[src/rtl/err_sts_pkg.sv]
package err_sts_pkg;
  localparam int unsigned REG_W     = 8;
  localparam int unsigned NUM_FLAGS = 3;
  localparam int unsigned FLAG_LSB  = 4;  // flags occupy bits 6:4
  localparam int unsigned FLAG_MSB  = FLAG_LSB + NUM_FLAGS - 1;
  localparam int unsigned IDX_ADDR  = 0;  // bit 4
  localparam int unsigned IDX_RDAT  = 1;  // bit 5
  localparam int unsigned IDX_PERR  = 2;  // bit 6
  typedef logic [NUM_FLAGS-1:0] flag_vec_t;
endpackage

[src/rtl/err_flag_cell.sv]
module err_flag_cell (
  input  logic clk_i,
  input  logic rst_ni,
  input  logic set_i,
  input  logic clr_i,
  output logic q_o
);
  always_ff @(posedge clk_i or negedge rst_ni) begin
    if (!rst_ni)     q_o <= 1'b0;
    else if (set_i)  q_o <= 1'b1;  // set has priority over clear
    else if (clr_i)  q_o <= 1'b0;
  end

  a_r6_set_wins: assert property (@(posedge clk_i) disable iff (!rst_ni)
    set_i |=> q_o);
  a_r5_clear: assert property (@(posedge clk_i) disable iff (!rst_ni)
    (clr_i && !set_i) |=> !q_o);
  a_r5_hold: assert property (@(posedge clk_i) disable iff (!rst_ni)
    (!clr_i && !set_i) |=> $stable(q_o));
endmodule

[src/rtl/err_csr_port.sv]
module err_csr_port
  import err_sts_pkg::*;
(
  input  logic             reg_wr_i,
  input  logic [REG_W-1:0] reg_wdata_i,
  input  flag_vec_t        flags_i,
  output flag_vec_t        clr_o,
  output logic [REG_W-1:0] rdata_o
);
  always_comb begin
    rdata_o = '0;
    for (int i = 0; i < int'(NUM_FLAGS); i++) begin
      clr_o[i]              = reg_wr_i & reg_wdata_i[FLAG_LSB+i];
      rdata_o[FLAG_LSB + i] = flags_i[i];
    end
  end
endmodule

[src/rtl/err_req_route.sv]
module err_req_route
  import err_sts_pkg::*;
(
  input  logic      clk_i,
  input  logic      rst_ni,
  input  logic      bus_rst_ni,
  input  flag_vec_t flags_i,
  input  flag_vec_t en_i,
  output logic      req_o
);
  logic req_d;
  assign req_d = |(flags_i & en_i);

  always_ff @(posedge clk_i or negedge rst_ni) begin
    if (!rst_ni)          req_o <= 1'b0;
    else if (!bus_rst_ni) req_o <= 1'b0;
    else                  req_o <= req_d;
  end

  a_r11_bus_rst_quiet: assert property (@(posedge clk_i) disable iff (!rst_ni)
    !bus_rst_ni |=> !req_o);
  a_r9_no_flag_no_req: assert property (@(posedge clk_i) disable iff (!rst_ni)
    (flags_i == '0) |=> !req_o);
endmodule

[src/rtl/pci_err_status.sv]
module pci_err_status
  import err_sts_pkg::*;
(
  input  logic             clk_i,
  input  logic             rst_ni,
  input  logic             bus_rst_ni,
  input  logic             perr_seen_i,
  input  logic             perr_self_i,
  input  logic             rd_par_err_i,
  input  logic             addr_par_err_i,
  input  logic             reg_wr_i,
  input  logic [REG_W-1:0] reg_wdata_i,
  output logic [REG_W-1:0] reg_rdata_o,
  input  logic [2:0]       serr_en_i,
  input  logic [1:0]       perr_en_i,
  output logic             serr_req_o,
  output logic             perr_req_o
);
  flag_vec_t set_v, clr_v, flags, perr_en_v;

  always_comb begin
    set_v           = '0;
    set_v[IDX_PERR] = perr_seen_i & ~perr_self_i;
    set_v[IDX_RDAT] = rd_par_err_i;
    set_v[IDX_ADDR] = addr_par_err_i;
    perr_en_v           = '0;
    perr_en_v[IDX_PERR] = perr_en_i[1];
    perr_en_v[IDX_RDAT] = perr_en_i[0];
  end

  // bus reset deliberately not wired to the flags
  for (genvar g = 0; g < int'(NUM_FLAGS); g++) begin : g_flag
    err_flag_cell u_cell (
      .clk_i (clk_i),
      .rst_ni(rst_ni),
      .set_i (set_v[g]),
      .clr_i (clr_v[g]),
      .q_o   (flags[g])
    );
  end

  err_csr_port u_csr (
    .reg_wr_i   (reg_wr_i),
    .reg_wdata_i(reg_wdata_i),
    .flags_i    (flags),
    .clr_o      (clr_v),
    .rdata_o    (reg_rdata_o)
  );

  err_req_route u_serr (
    .clk_i     (clk_i),
    .rst_ni    (rst_ni),
    .bus_rst_ni(bus_rst_ni),
    .flags_i   (flags),
    .en_i      (serr_en_i),
    .req_o     (serr_req_o)
  );

  err_req_route u_perr (
    .clk_i     (clk_i),
    .rst_ni    (rst_ni),
    .bus_rst_ni(bus_rst_ni),
    .flags_i   (flags),
    .en_i      (perr_en_v),
    .req_o     (perr_req_o)
  );

  a_r2_self_perr_ignored: assert property (@(posedge clk_i) disable iff (!rst_ni)
    (perr_self_i && !flags[IDX_PERR]) |=> !flags[IDX_PERR]);
  a_r7_bus_rst_keeps: assert property (@(posedge clk_i) disable iff (!rst_ni)
    (!bus_rst_ni && set_v == '0 && !reg_wr_i) |=> $stable(reg_rdata_o));
  a_r4_addr_sets: assert property (@(posedge clk_i) disable iff (!rst_ni)
    addr_par_err_i |=> reg_rdata_o[FLAG_LSB + IDX_ADDR]);
endmodule

[config.mk]
export PLATFORM = sky130hd
export DESIGN_NAME = pci_err_status
export DESIGN_NICKNAME = d
export VERILOG_FILES = /design/src/rtl/err_sts_pkg.sv /design/src/rtl/err_flag_cell.sv /design/src/rtl/err_csr_port.sv /design/src/rtl/err_req_route.sv /design/src/rtl/pci_err_status.sv
export SDC_FILE = /design/constraint.sdc
export NUM_CORES = 1
export LEC_CHECK = 0
export ABC_CLOCK_PERIOD_IN_PS = 1350
export BUFFER_PORTS_ARGS = -buffer_cell sky130_fd_sc_hd__buf_2
export CORE_AREA = 8 8 45 47
export CTS_BUF_LIST = sky130_fd_sc_hd__clkbuf_4 sky130_fd_sc_hd__clkbuf_8
export CTS_CLUSTER_SIZE = 24
export DETAILED_ROUTE_END_ITERATION = 6
export DIE_AREA = 0 0 53 55
export PLACE_DENSITY = 0.57
export SYNTH_ARGS = -nofsm -noshare
export SYNTH_HDL_FRONTEND = slang
export SYNTH_HIERARCHICAL = 1
export SYNTH_SLANG_ARGS = --single-unit
[constraint.sdc]
create_clock -name clk_i -period 1.35 [get_ports clk_i]
set_input_delay 0.27 -clock clk_i [delete_from_list [all_inputs] [get_ports clk_i]]
set_output_delay 0.27 -clock clk_i [all_outputs]
set_load 0.01 [all_outputs]
### Word-level counts from Yosys, hierarchy flattened

Index checks and enable logic that the tools add are counted.

* logic and storage cells: 25
* flip-flop bits (word level): 5
* bits of input ports: 21

* mux-type cells: 8
* bitwise operators: 7
* reduce and logical (&&, ||, !) cells: 5

Operators with widths (number)
* 1-bit two-way mux: 8
* 3-bit AND: 2
* 2-bit nonzero test: 3
* 3-bit OR reduction: 2
* 1-bit AND: 4
* 1-bit NOT: 1

### Longest topological paths before layout

* depth after elaboration: 3
* depth in mapped cells: 3
* depth with buffers taken out: 3

### By module

The synthesis kept the hierarchy.

Modules (own cells, without submodules)
* err_flag_cell: area an instance 36.3 µm², cells an instance 3, times used 3
* err_csr_port: area an instance 82.6 µm², cells an instance 12, times used 1
* err_req_route: area an instance 41.3 µm², cells an instance 3, times used 2
* pci_err_status: area an instance 17.5 µm², cells an instance 2, times used 1

### Worst setup path after synthesis

OpenSTA, ideal clock, no wires.

* kind: register to register
* from: register g_flag[2].u_cell.q_o
* to: register u_perr.req_o
* stages on the path, launching flop included: 3
* data arrival time: 0.760 ns
* period minus slack after synthesis: 0.890 ns
* setup slack: 0.460 ns
* path through: dfrtp_1 > a222oi_1 > nor2b_1

* longest elaborated chain between the ends: 3

RTL lines
* start, declared: RTL line err_flag_cell.sv:6 `output logic q_o`
* start signal, assigned: RTL line err_flag_cell.sv:9 `if (!rst_ni) q_o <= 1'b0;`
* start signal, assigned: RTL line err_flag_cell.sv:10 `else if (set_i) q_o <= 1'b1;`
* start signal, assigned: RTL line err_flag_cell.sv:11 `else if (clr_i) q_o <= 1'b0;`
* 3-bit AND: RTL line err_req_route.sv:12 `assign req_d = |(flags_i & en_i);`
* 3-bit OR reduction: RTL line err_req_route.sv:12
* 1-bit two-way mux: RTL line err_req_route.sv:16 `else if (!bus_rst_ni) req_o <= 1'b0;`
* end signal, assigned: RTL line err_req_route.sv:17 `else req_o <= req_d;`
* end, declared: RTL line err_req_route.sv:9 `output logic req_o`

No other way between the ends.
A chain may end at the register's enable or synchronous reset.

### Final worst setup path

* from: register g_flag[2].u_cell.q_o
* to: output port reg_rdata_o[6]

RTL lines
* end, declared: RTL line pci_err_status.sv:13 `output logic [REG_W-1:0] reg_rdata_o,`

No word-level cell between the ends.

==> summary.md <==
| Metric | Value |
|---|---|
| Cell count after synthesis | `29` |
| Crit-path leading delay family | `flip-flops` |
| I/O Buffers | `20` |
| Yosys warning count | `6` |
| Crit path launch type | `register` |
| CTS sink cnt | `5` |
| Sw Share | `0.232` |
| Leakage power | `0.223 nW` |
| Slew Viols, Final | `0` |
| Part of the cycle the worst path needs | `0.796` |
| Gpl congestion | `0.696` |
| Net Sw Power | `just over 100 uW` |
| Layout overhead on the synthesized area | `39.5%` |
| Top FF cell, synth | `dfrtp_1` |
| Longest Clk Path Bufs | `2` |
| Max rail drop VDD | `0.000349 V` |
| CP bufs+invs | `1` |
| Num CTS Buffers | `3` |
| Final setup violation count | `0` |
| CP cell instances | `buf_2` |
| Synth top cells by count | `8 x buf_4, 5 x dfrtp_1, 3 x a21o_1, 3 x and2_1, 3 x inv_1` |
| Core Rows | `14` |
| # diodes | `0` |
| Ys async rst share | `1.00` |
| Critical path peak fanout | `4` |
| Skew-Pair Late Insertion Delay | `240 ps` |
| Vias | `approximately 240` |
| Synth Register Bits | `5` |
| Syn_area_per_cell | `10.1 um^2` |
| Nets | `72` |
| Fillers | `147` |
| Starting Density | `0.211` |
| Share of layout cells above drive strength 1 | `0.500` |
| Logic gate share of total power | `0.171` |
| Top-count cell post-synth | `buf_4` |
| Setup Buffers After CTS | `0` |
| CTS resizes | `0` |
| Seq/Total Area, Yosys | `0.429` |
| Die X | `53 um` |
| Critical Path RT | `1080 ps` |
| Final Critical Period | `1070 ps` |
| Worst Skew | `0.584 ps` |
| Cell variety after synth | `9` |
| Ports | `31` |
| Clock tree from TritonCTS | `yes` |
| Post-synth top area cell | `dfrtp_1` |
| Worst EP arrival | `800 ps` |
| Drt via density | `roughly 3.6` |
| Post-synth top area share | `0.429` |
| Initial antenna violation count | `0` |
| Die H | `55 um` |
| Final WS setup | `roughly 280 ps` |
| Hold Path Class | `in2reg` |
| Routed WL per cell | `10.7 um` |
| Routed wire length | `705 um` |
| Vias in the first global route | `around 250` |
| Reg power frac | `0.394` |
| Post-synth EDFFs | `0` |
| H-tree lvl count | `1` |
| RSZ-0062 raised after global routing | `no` |
| Worst slack, placed | `~370 ps` |
| Status | `completed` |
| Clock transition at path regs | `40 ps` |
| Slowest stage delay, CP | `410 ps` |
| Largest net degree at the start of global routing | `6` |
| Total grt overflow | `0` |
| Hold Vio Cnt, Final | `0` |
| Die area | `2920 um^2` |
| First-pass GRT wire length | `945 um` |
| CTS root buffer | `clkbuf_4` |
| Hpwl dp | `628 um` |
| Crit-path slowest cell | `dfrtp_1` |
| Max Fclk | `about 930 MHz` |
| Setup TNS | `0 ps` |
| Post-Syn Area | `292 um^2` |
| Antenna Nets Post-Route | `0` |
| Clock power frac | `0.434` |
| Internal power | `around 340 uW` |
| Max-Cap Viols | `0` |
| Remaining DRCs | `0` |
| Core area | `~1400 um^2` |
| GRT Util Overall | `0.0499` |
| First-pass iteration count of the detailed router | `4` |
| Critical path type | `reg2out` |
| Crit. End Element | `output pin` |
| PD cells | `1070 nW/um^2` |
| Synth area leaders | `dfrtp_1 43%, buf_4 21%, a21o_1 7.7%` |
| Starting DRT DRC Count | `7` |
-- routing by layer --
layer,vias to the layer above,GRT usage,wire length [um]
met4,0,0.0647,19
met5,-,0,0
met3,2,0.0428,116
li1,120,-,-
met1,98,0.0369,253
met2,17,0.0703,315
-- what timing repair did --
item / in CTS / in global routing
endpoints found under the setup margin: 0 / 0
hold buffers: 1 / 0
endpoints found under the hold margin: 5 / 0
-- registers in the layout (all words and copies together), names as in the netlist --
| signal | count |
|---|---|
| g_flag.u_cell/q_o | 3 |
| u_serr/req_o | 1 |
| u_perr/req_o | 1 |
-- cells in the final DEF, fill, tap and decap left out --
cell type      netlist  routed
a222oi_1             2       2
inv_1                3       3
clkbuf_4             0       4
nor2b_4              1       1
dlygate4sd3_1        0       1
nor2b_1              2       2
conb_1               2       6
buf_2                0      20
and2_1               3       3
a21o_1               3       3
dfrtp_1              5       5
-- metrics by stage --
| stage | utilization | instances | area [um^2] | total power [mW] | hold slack (ps) |
|---|---|---|---|---|---|
| floorplan | - | 33 | 307 | 0.227 | -25.6 |
| global placement | 0.265 | 61 | 367 | 0.246 | 89.2 |
| detailed placement | 0.265 | 61 | 367 | 0.248 | 89.4 |
| CTS | 0.294 | 66 | 407 | 0.450 | 196 |
| global route | 0.294 | 66 | 407 | 0.465 | 199 |
| finish | 0.294 | 66 | 407 | 0.436 | 207 |
-- power groups by stage --
stage	logic, mW	registers, mW	clock network (mW)
2_1_floorplan	0.0522	0.175	0
3_3_place_gp	0.0732	0.173	0
3_5_place_dp	0.0739	0.174	0
4_1_cts	0.0764	0.172	0.202
5_1_grt	0.0825	0.174	0.208
6_report	0.0747	0.172	0.189
-- path summary, 6_finish.rpt --
path,slack (ps),start,cells after the start,endpoint
max,280,g_flag[2].u_cell/q_o,1,reg_rdata_o[6]
min,210,addr_par_err_i,2,g_flag[0].u_cell/q_o
max reg2reg,380,g_flag[2].u_cell/q_o,2,u_serr/req_o
min reg2reg,530,g_flag[1].u_cell/q_o,1,g_flag[1].u_cell/q_o
max in group asynchronous,850,rst_ni,2,g_flag[1].u_cell/q_o
min in group asynchronous,370,rst_ni,2,u_serr/req_o
-- area by class of cell --
class	instances	area [um^2]	share of cell area
Clock buffer	4	30.0	0.0738
Inverter	3	11.3	0.0277
Multi-Input combinational cell	17	110	0.271
Sequential cell	5	125	0.308
Tap cell	16	20.0	0.0492
Timing Repair Buffer	21	110	0.271
-- kinds of logic (layout without fill, tap and decap cells) --
group / count (synthesis) / count (layout) / share of synthesized area
simple gates: 6 / 6 / 0.154
flops: 5 / 5 / 0.429
other cells: 2 / 6 / 0.0258
buf+inv: 11 / 28 / 0.245
compound gates: 5 / 5 / 0.146
Power figures use the tool's default switching activity.
